$ cat config.mk
export PLATFORM = sky130hd
export DESIGN_NAME = rtc_window
export DESIGN_NICKNAME = d
export VERILOG_FILES = /design/src/rtl/rtc_win_pkg.sv /design/src/rtl/rtc_addr_dec.sv /design/src/rtl/rtc_halt_fsm.sv /design/src/rtl/rtc_user_bank.sv /design/src/rtl/rtc_window.sv
export SDC_FILE = /design/constraint.sdc
export NUM_CORES = 1
export LEC_CHECK = 0
export ABC_CLOCK_PERIOD_IN_PS = 3600
export BUFFER_PORTS_ARGS = -buffer_cell sky130_fd_sc_hd__buf_4
export CAP_MARGIN = 20
export CORE_ASPECT_RATIO = 1.4
export CORE_UTILIZATION = 43
export CTS_BUF_LIST = sky130_fd_sc_hd__clkbuf_2
export DETAILED_ROUTE_END_ITERATION = 8
export GPL_ROUTABILITY_DRIVEN = 1
export PLACE_DENSITY_LB_ADDON = 0.1
export SYNTH_ARGS = -nofsm -noshare
export SYNTH_HDL_FRONTEND = slang
export SYNTH_SLANG_ARGS = --single-unit
$ cat constraint.sdc
create_clock -name clk -period 3.6 [get_ports clk]
set_input_delay 0 -clock clk [delete_from_list [all_inputs] [get_ports clk]]
set_output_delay 0 -clock clk [all_outputs]
set_load 0.01 [all_outputs]
$ cat src/rtl/rtc_win_pkg.sv
package rtc_win_pkg;
    typedef enum logic [1:0] {
        ST_TRACK  = 2'd0,
        ST_HOLD   = 2'd1,
        ST_RELOAD = 2'd2
    } halt_st_e;
endpackage

$ cat src/rtl/rtc_addr_dec.sv
module rtc_addr_dec #(
    parameter int ADDR_W = 15,
    parameter int NREG   = 8,
    localparam int IDX_W = $clog2(NREG)
) (
    input  logic              cs_n,
    input  logic              rd_n,
    input  logic              wr_n,
    input  logic              supply_bad,
    input  logic [ADDR_W-1:0] addr,
    output logic              clk_hit,
    output logic [IDX_W-1:0]  idx,
    output logic              host_rd,
    output logic              reg_wr,
    output logic              ram_en,
    output logic              ram_we
);
    logic access;

    always_comb begin
        access  = !cs_n && !supply_bad;
        clk_hit = &addr[ADDR_W-1:IDX_W];
        idx     = addr[IDX_W-1:0];
        host_rd = access && !rd_n && wr_n;
        reg_wr  = access && !wr_n && clk_hit;
        ram_en  = access && !clk_hit;
        ram_we  = ram_en && !wr_n;
    end
endmodule

$ cat src/rtl/rtc_halt_fsm.sv
module rtc_halt_fsm
    import rtc_win_pkg::*;
(
    input  logic clk,
    input  logic rst_n,
    input  logic ctrl_wr,
    input  logic halt_req,
    input  logic tick,
    output logic load_all,
    output logic halted
);
    halt_st_e state_q, state_d;

    always_comb begin
        state_d = state_q;
        unique case (state_q)
            ST_TRACK:  if (ctrl_wr && halt_req)  state_d = ST_HOLD;
            ST_HOLD:   if (ctrl_wr && !halt_req) state_d = ST_RELOAD;
            ST_RELOAD: state_d = (ctrl_wr && halt_req) ? ST_HOLD : ST_TRACK;
            default:   state_d = ST_TRACK;
        endcase
    end

    always_ff @(posedge clk) begin
        if (!rst_n) state_q <= ST_TRACK;
        else        state_q <= state_d;
    end

    always_comb begin
        load_all = 1'b0;
        halted   = 1'b0;
        unique case (state_q)
            ST_TRACK:  load_all = tick;
            ST_HOLD:   halted   = 1'b1;
            ST_RELOAD: load_all = 1'b1;
            default:   load_all = 1'b0;
        endcase
    end


    freeze_blocks_load_chk: assert property (@(posedge clk) disable iff (!rst_n)
        (ctrl_wr && halt_req) |=> !load_all);


    release_loads_chk: assert property (@(posedge clk) disable iff (!rst_n)
        (halted && ctrl_wr && !halt_req) |=> load_all);


    reload_resumes_chk: assert property (@(posedge clk) disable iff (!rst_n)
        (state_q == ST_RELOAD && !(ctrl_wr && halt_req)) |=> (state_q == ST_TRACK));
endmodule

$ cat src/rtl/rtc_user_bank.sv
module rtc_user_bank #(
    parameter int DATA_W = 8,
    parameter int NREG   = 8,
    localparam int IDX_W  = $clog2(NREG),
    localparam int LIVE_W = (NREG - 1) * DATA_W
) (
    input  logic              clk,
    input  logic              rst_n,
    input  logic              reg_wr,
    input  logic [IDX_W-1:0]  idx,
    input  logic [DATA_W-1:0] wdata,
    input  logic              load_all,
    input  logic [LIVE_W-1:0] live,
    output logic [DATA_W-1:0] rd_byte
);
    logic [DATA_W-1:0] regs_q [NREG];

    for (genvar k = 0; k < NREG; k++) begin : g_byte
        if (k == 0) begin : g_ctrl
            always_ff @(posedge clk) begin
                if (!rst_n)                          regs_q[k] <= '0;
                else if (reg_wr && idx == IDX_W'(k)) regs_q[k] <= wdata;
            end
        end else begin : g_time
            always_ff @(posedge clk) begin
                if (!rst_n)                          regs_q[k] <= '0;
                else if (reg_wr && idx == IDX_W'(k)) regs_q[k] <= wdata;
                else if (load_all)                   regs_q[k] <= live[(k-1)*DATA_W +: DATA_W];
            end


            host_wins_chk: assert property (@(posedge clk) disable iff (!rst_n)
                (reg_wr && idx == IDX_W'(k)) |=> (regs_q[k] == $past(wdata)));


            refresh_copy_chk: assert property (@(posedge clk) disable iff (!rst_n)
                (load_all && !(reg_wr && idx == IDX_W'(k)))
                    |=> (regs_q[k] == $past(live[(k-1)*DATA_W +: DATA_W])));
        end
    end

    assign rd_byte = regs_q[idx];
endmodule

$ cat src/rtl/rtc_window.sv
module rtc_window #(
    parameter int ADDR_W   = 15,
    parameter int DATA_W   = 8,
    parameter int NREG     = 8,
    parameter int HALT_BIT = 6,
    localparam int IDX_W  = $clog2(NREG),
    localparam int LIVE_W = (NREG - 1) * DATA_W
) (
    input  logic              clk,
    input  logic              rst_n,
    input  logic              cs_n,
    input  logic              rd_n,
    input  logic              wr_n,
    input  logic              supply_bad,
    input  logic              tick,
    input  logic [ADDR_W-1:0] addr,
    input  logic [DATA_W-1:0] wdata,
    input  logic [LIVE_W-1:0] live_time,
    output logic [DATA_W-1:0] rdata,
    output logic              rdata_oe,
    output logic              ram_en,
    output logic              ram_we,
    output logic [ADDR_W-1:0] ram_addr,
    output logic [DATA_W-1:0] ram_wdata,
    input  logic [DATA_W-1:0] ram_rdata
);
    logic             clk_hit, host_rd, reg_wr, load_all, halted, ctrl_wr;
    logic [IDX_W-1:0] idx;
    logic [DATA_W-1:0] bank_rd;

    rtc_addr_dec #(.ADDR_W(ADDR_W), .NREG(NREG)) u_dec (
        .cs_n(cs_n), .rd_n(rd_n), .wr_n(wr_n), .supply_bad(supply_bad),
        .addr(addr), .clk_hit(clk_hit), .idx(idx), .host_rd(host_rd),
        .reg_wr(reg_wr), .ram_en(ram_en), .ram_we(ram_we)
    );

    assign ctrl_wr = reg_wr && (idx == '0);

    rtc_halt_fsm u_fsm (
        .clk(clk), .rst_n(rst_n), .ctrl_wr(ctrl_wr), .halt_req(wdata[HALT_BIT]),
        .tick(tick), .load_all(load_all), .halted(halted)
    );

    rtc_user_bank #(.DATA_W(DATA_W), .NREG(NREG)) u_bank (
        .clk(clk), .rst_n(rst_n), .reg_wr(reg_wr), .idx(idx), .wdata(wdata),
        .load_all(load_all), .live(live_time), .rd_byte(bank_rd)
    );

    assign rdata     = clk_hit ? bank_rd : ram_rdata;
    assign rdata_oe  = host_rd;
    assign ram_addr  = addr;
    assign ram_wdata = wdata;


    fault_keeps_ctrl_chk: assert property (@(posedge clk) disable iff (!rst_n)
        supply_bad |=> $stable(u_bank.regs_q[0]));


    hold_keeps_time_chk: assert property (@(posedge clk) disable iff (!rst_n)
        (halted && !reg_wr) |=> $stable(u_bank.regs_q[1]));
endmodule

==> reports/qor.yml <==
status: "finished, final reports clean"
grt_max_degree: 57
max_freq_ghz: 0.546
drc: 0
fp-row-count: 40
finalCritPeriodShare_pct: 50.8
syn-num-nets: 419
postCtsSetupBuffers: 0
initialDrtViolationCount: 154
cts_sinks: 66
hpwl_um: 7140
clock_skew_ns: 0.0123
nFillCells: 729
clock_latency_ns: 0.50
antenna_found_initial: 0
drv_cap: 0
ios: 128
rsz0062_at_grt: "false"
core_area_um2: 8610
layout_common_cells: "buf_4, nand2_1, edfxtp_1"
design_area_um2: 5350
whs_path_depth: 3
synth_cell_types: 29
ant_nets: 0
cts_buffer_depth: 2
leakage_nw: 2.43
cts_tree: "yes"
nNetsFinal: 578
cts_resized: 0
viasPerCell: 5.19
die_width_um: 81.9
setup_violations: 0
syn-cell-area_um2: 3840
layout_commonest_cell: "buf_4"
ir_drop_v: 0.000224
grt-ovfl-total: 0
fp.dieH_um: 114
grt_usage_pct: 23.7
fin_crit_ns: 1.83
cts_max_level: 3
grt_pass1_wl_um: 15600
grt_pass1_vias: 3110
die_area_um2: 9320
required_ns: 3.60
num_vias: 3070
initial_utilization_pct: 44.6
routabilityCongestion: 0.792
yosys_warnings: 0
wl_per_cell_um: 17.6
clk_pin_slew_ns: 0.16
hold_viol: 0
clock-root-buffer: "clkbuf_2"
layoutNonFillerInstCount: 592
drt-total-wl_um: 10400
placement.io_buffers: 127
drive_above_1_share_pct: 34.1
cp-start-kind: "flip-flop"
syn_to_final_growth_pct: 39.3
firstDrtPassIters: 4
critPathCaptureType: "output pin"
path_class: "flip-flop to output pin"
hold_path_class: "input pin to flip-flop"
dp_cells: 518
r2r_cells: 4
avgSynthCellArea_um2: 11.8
cts_inserted_buffers: 9
power.total_mw: 1.59
syn_inst: 325
place_area_um2: 4680
cp_max_fo: 1
timing.setup.tns_ns: 0
worstPathArrival_ns: 1.83
drv_slew: 0
synth-seq-cells: 66
num_antenna_cells: 0
p_per_area_nw_per_um2: 298
worst_pin_slew_ns: 0.986
hold_buffers: 60
seq_area_frac_synth_pct: 51.1
max_slew_margin_pct: 33.9
## report_power, final
group          internal [mW]  leakage, nW  total [mW]  switching (mW)
logic                  0.189         1.71       0.334           0.144
clock network         0.0936       0.0556       0.332           0.239
registers              0.909        0.660       0.926          0.0170
total                   1.19         2.43        1.59           0.400
## path summary, 6_finish.rpt
check | from | end | slack (ns)
max | u_bank.regs_q[4][0]$_SDFFCE_PN0P_ | rdata[0] | 1.77
max reg2reg | u_fsm.state_q[1]$_SDFFE_PN0P_ | u_bank.regs_q[6][6]$_DFFE_PP_ | 1.89
min | wdata[3] | u_bank.regs_q[0][3]$_SDFFCE_PN0P_ | 0.06
min reg2reg | u_fsm.state_q[0]$_SDFFE_PN0P_ | u_fsm.state_q[0]$_SDFFE_PN0P_ | 0.53
## Yosys cell counts (all sizes together)
cell    instances  share of area (%)
nand2b          2               0.33
nor3b           1               0.20
or4bb           1               0.29
dfxtp           2                1.0
or3             1               0.16
nor4            3                1.3
inv             2               0.20
a21boi          1               0.20
nand4           3               0.49
clkbuf          9               0.88
a31oi           8                1.3
nor2b           1               0.16
nand2          94                9.9
clkinv          1              0.098
mux4           16                9.4
buf            31                5.9
nor2           19                1.9
nor4b           1               0.23
nor3            6               0.91
and2            2               0.33
edfxtp         64                 50
mux2i          57                 15
## state kept, by name (all words and copies together), names as in the netlist
register and flops:
u_bank.regs_q 64, u_fsm.state_q 2
## cell type report
cell class              count  area, µm²  area share, %
repair buffers            188       1560           29.2
multi-input cells         216       1610           30.2
clock inverters             1       3.75         0.0702
well taps                 105        131           2.46
clock buffers              13       65.1           1.22
flip-flops and latches     66       1960           36.7
inverters                   3       11.3          0.211
## kinds of logic after synthesis
kind of cell | count (synthesis) | synth area share [%]
buf+inv | 43 | 7.04
simple gates | 134 | 16.1
compound gates | 9 | 1.50
mux | 73 | 24.2
flops | 66 | 51.1
## per-stage QoR
stage | util (%) | setup slack, ns | hold slack, ns
2_1_floorplan | - | 1.93 | 0.0504
3_3_place_gp | 54.3 | 1.40 | 0.187
3_5_place_dp | 54.3 | 1.33 | 0.187
4_1_cts | 62.1 | 1.75 | 0.0284
5_1_grt | 62.1 | 1.60 | 0.0485
6_report | 62.1 | 1.77 | 0.0566
## worst max-delay path: stages, from the launching register on
cell and delay [ns]:
edfxtp_1 0.40, mux4_2 0.48, nand2_1 0.09, a31oi_1 0.12
buf_4 0.23
## metal layers
| metal | vias up | global-route usage, % | part of all wire [%] |
|---|---|---|---|
| met5 | - | 0 | 0 |
| met4 | 0 | 8.07 | 1.6 |
| met3 | 11 | 4.88 | 6.4 |
| met2 | 125 | 44.1 | 56 |
| met1 | 1464 | 25.7 | 36 |
| li1 | 1470 | - | - |
(Power assumes the default switching activity.)
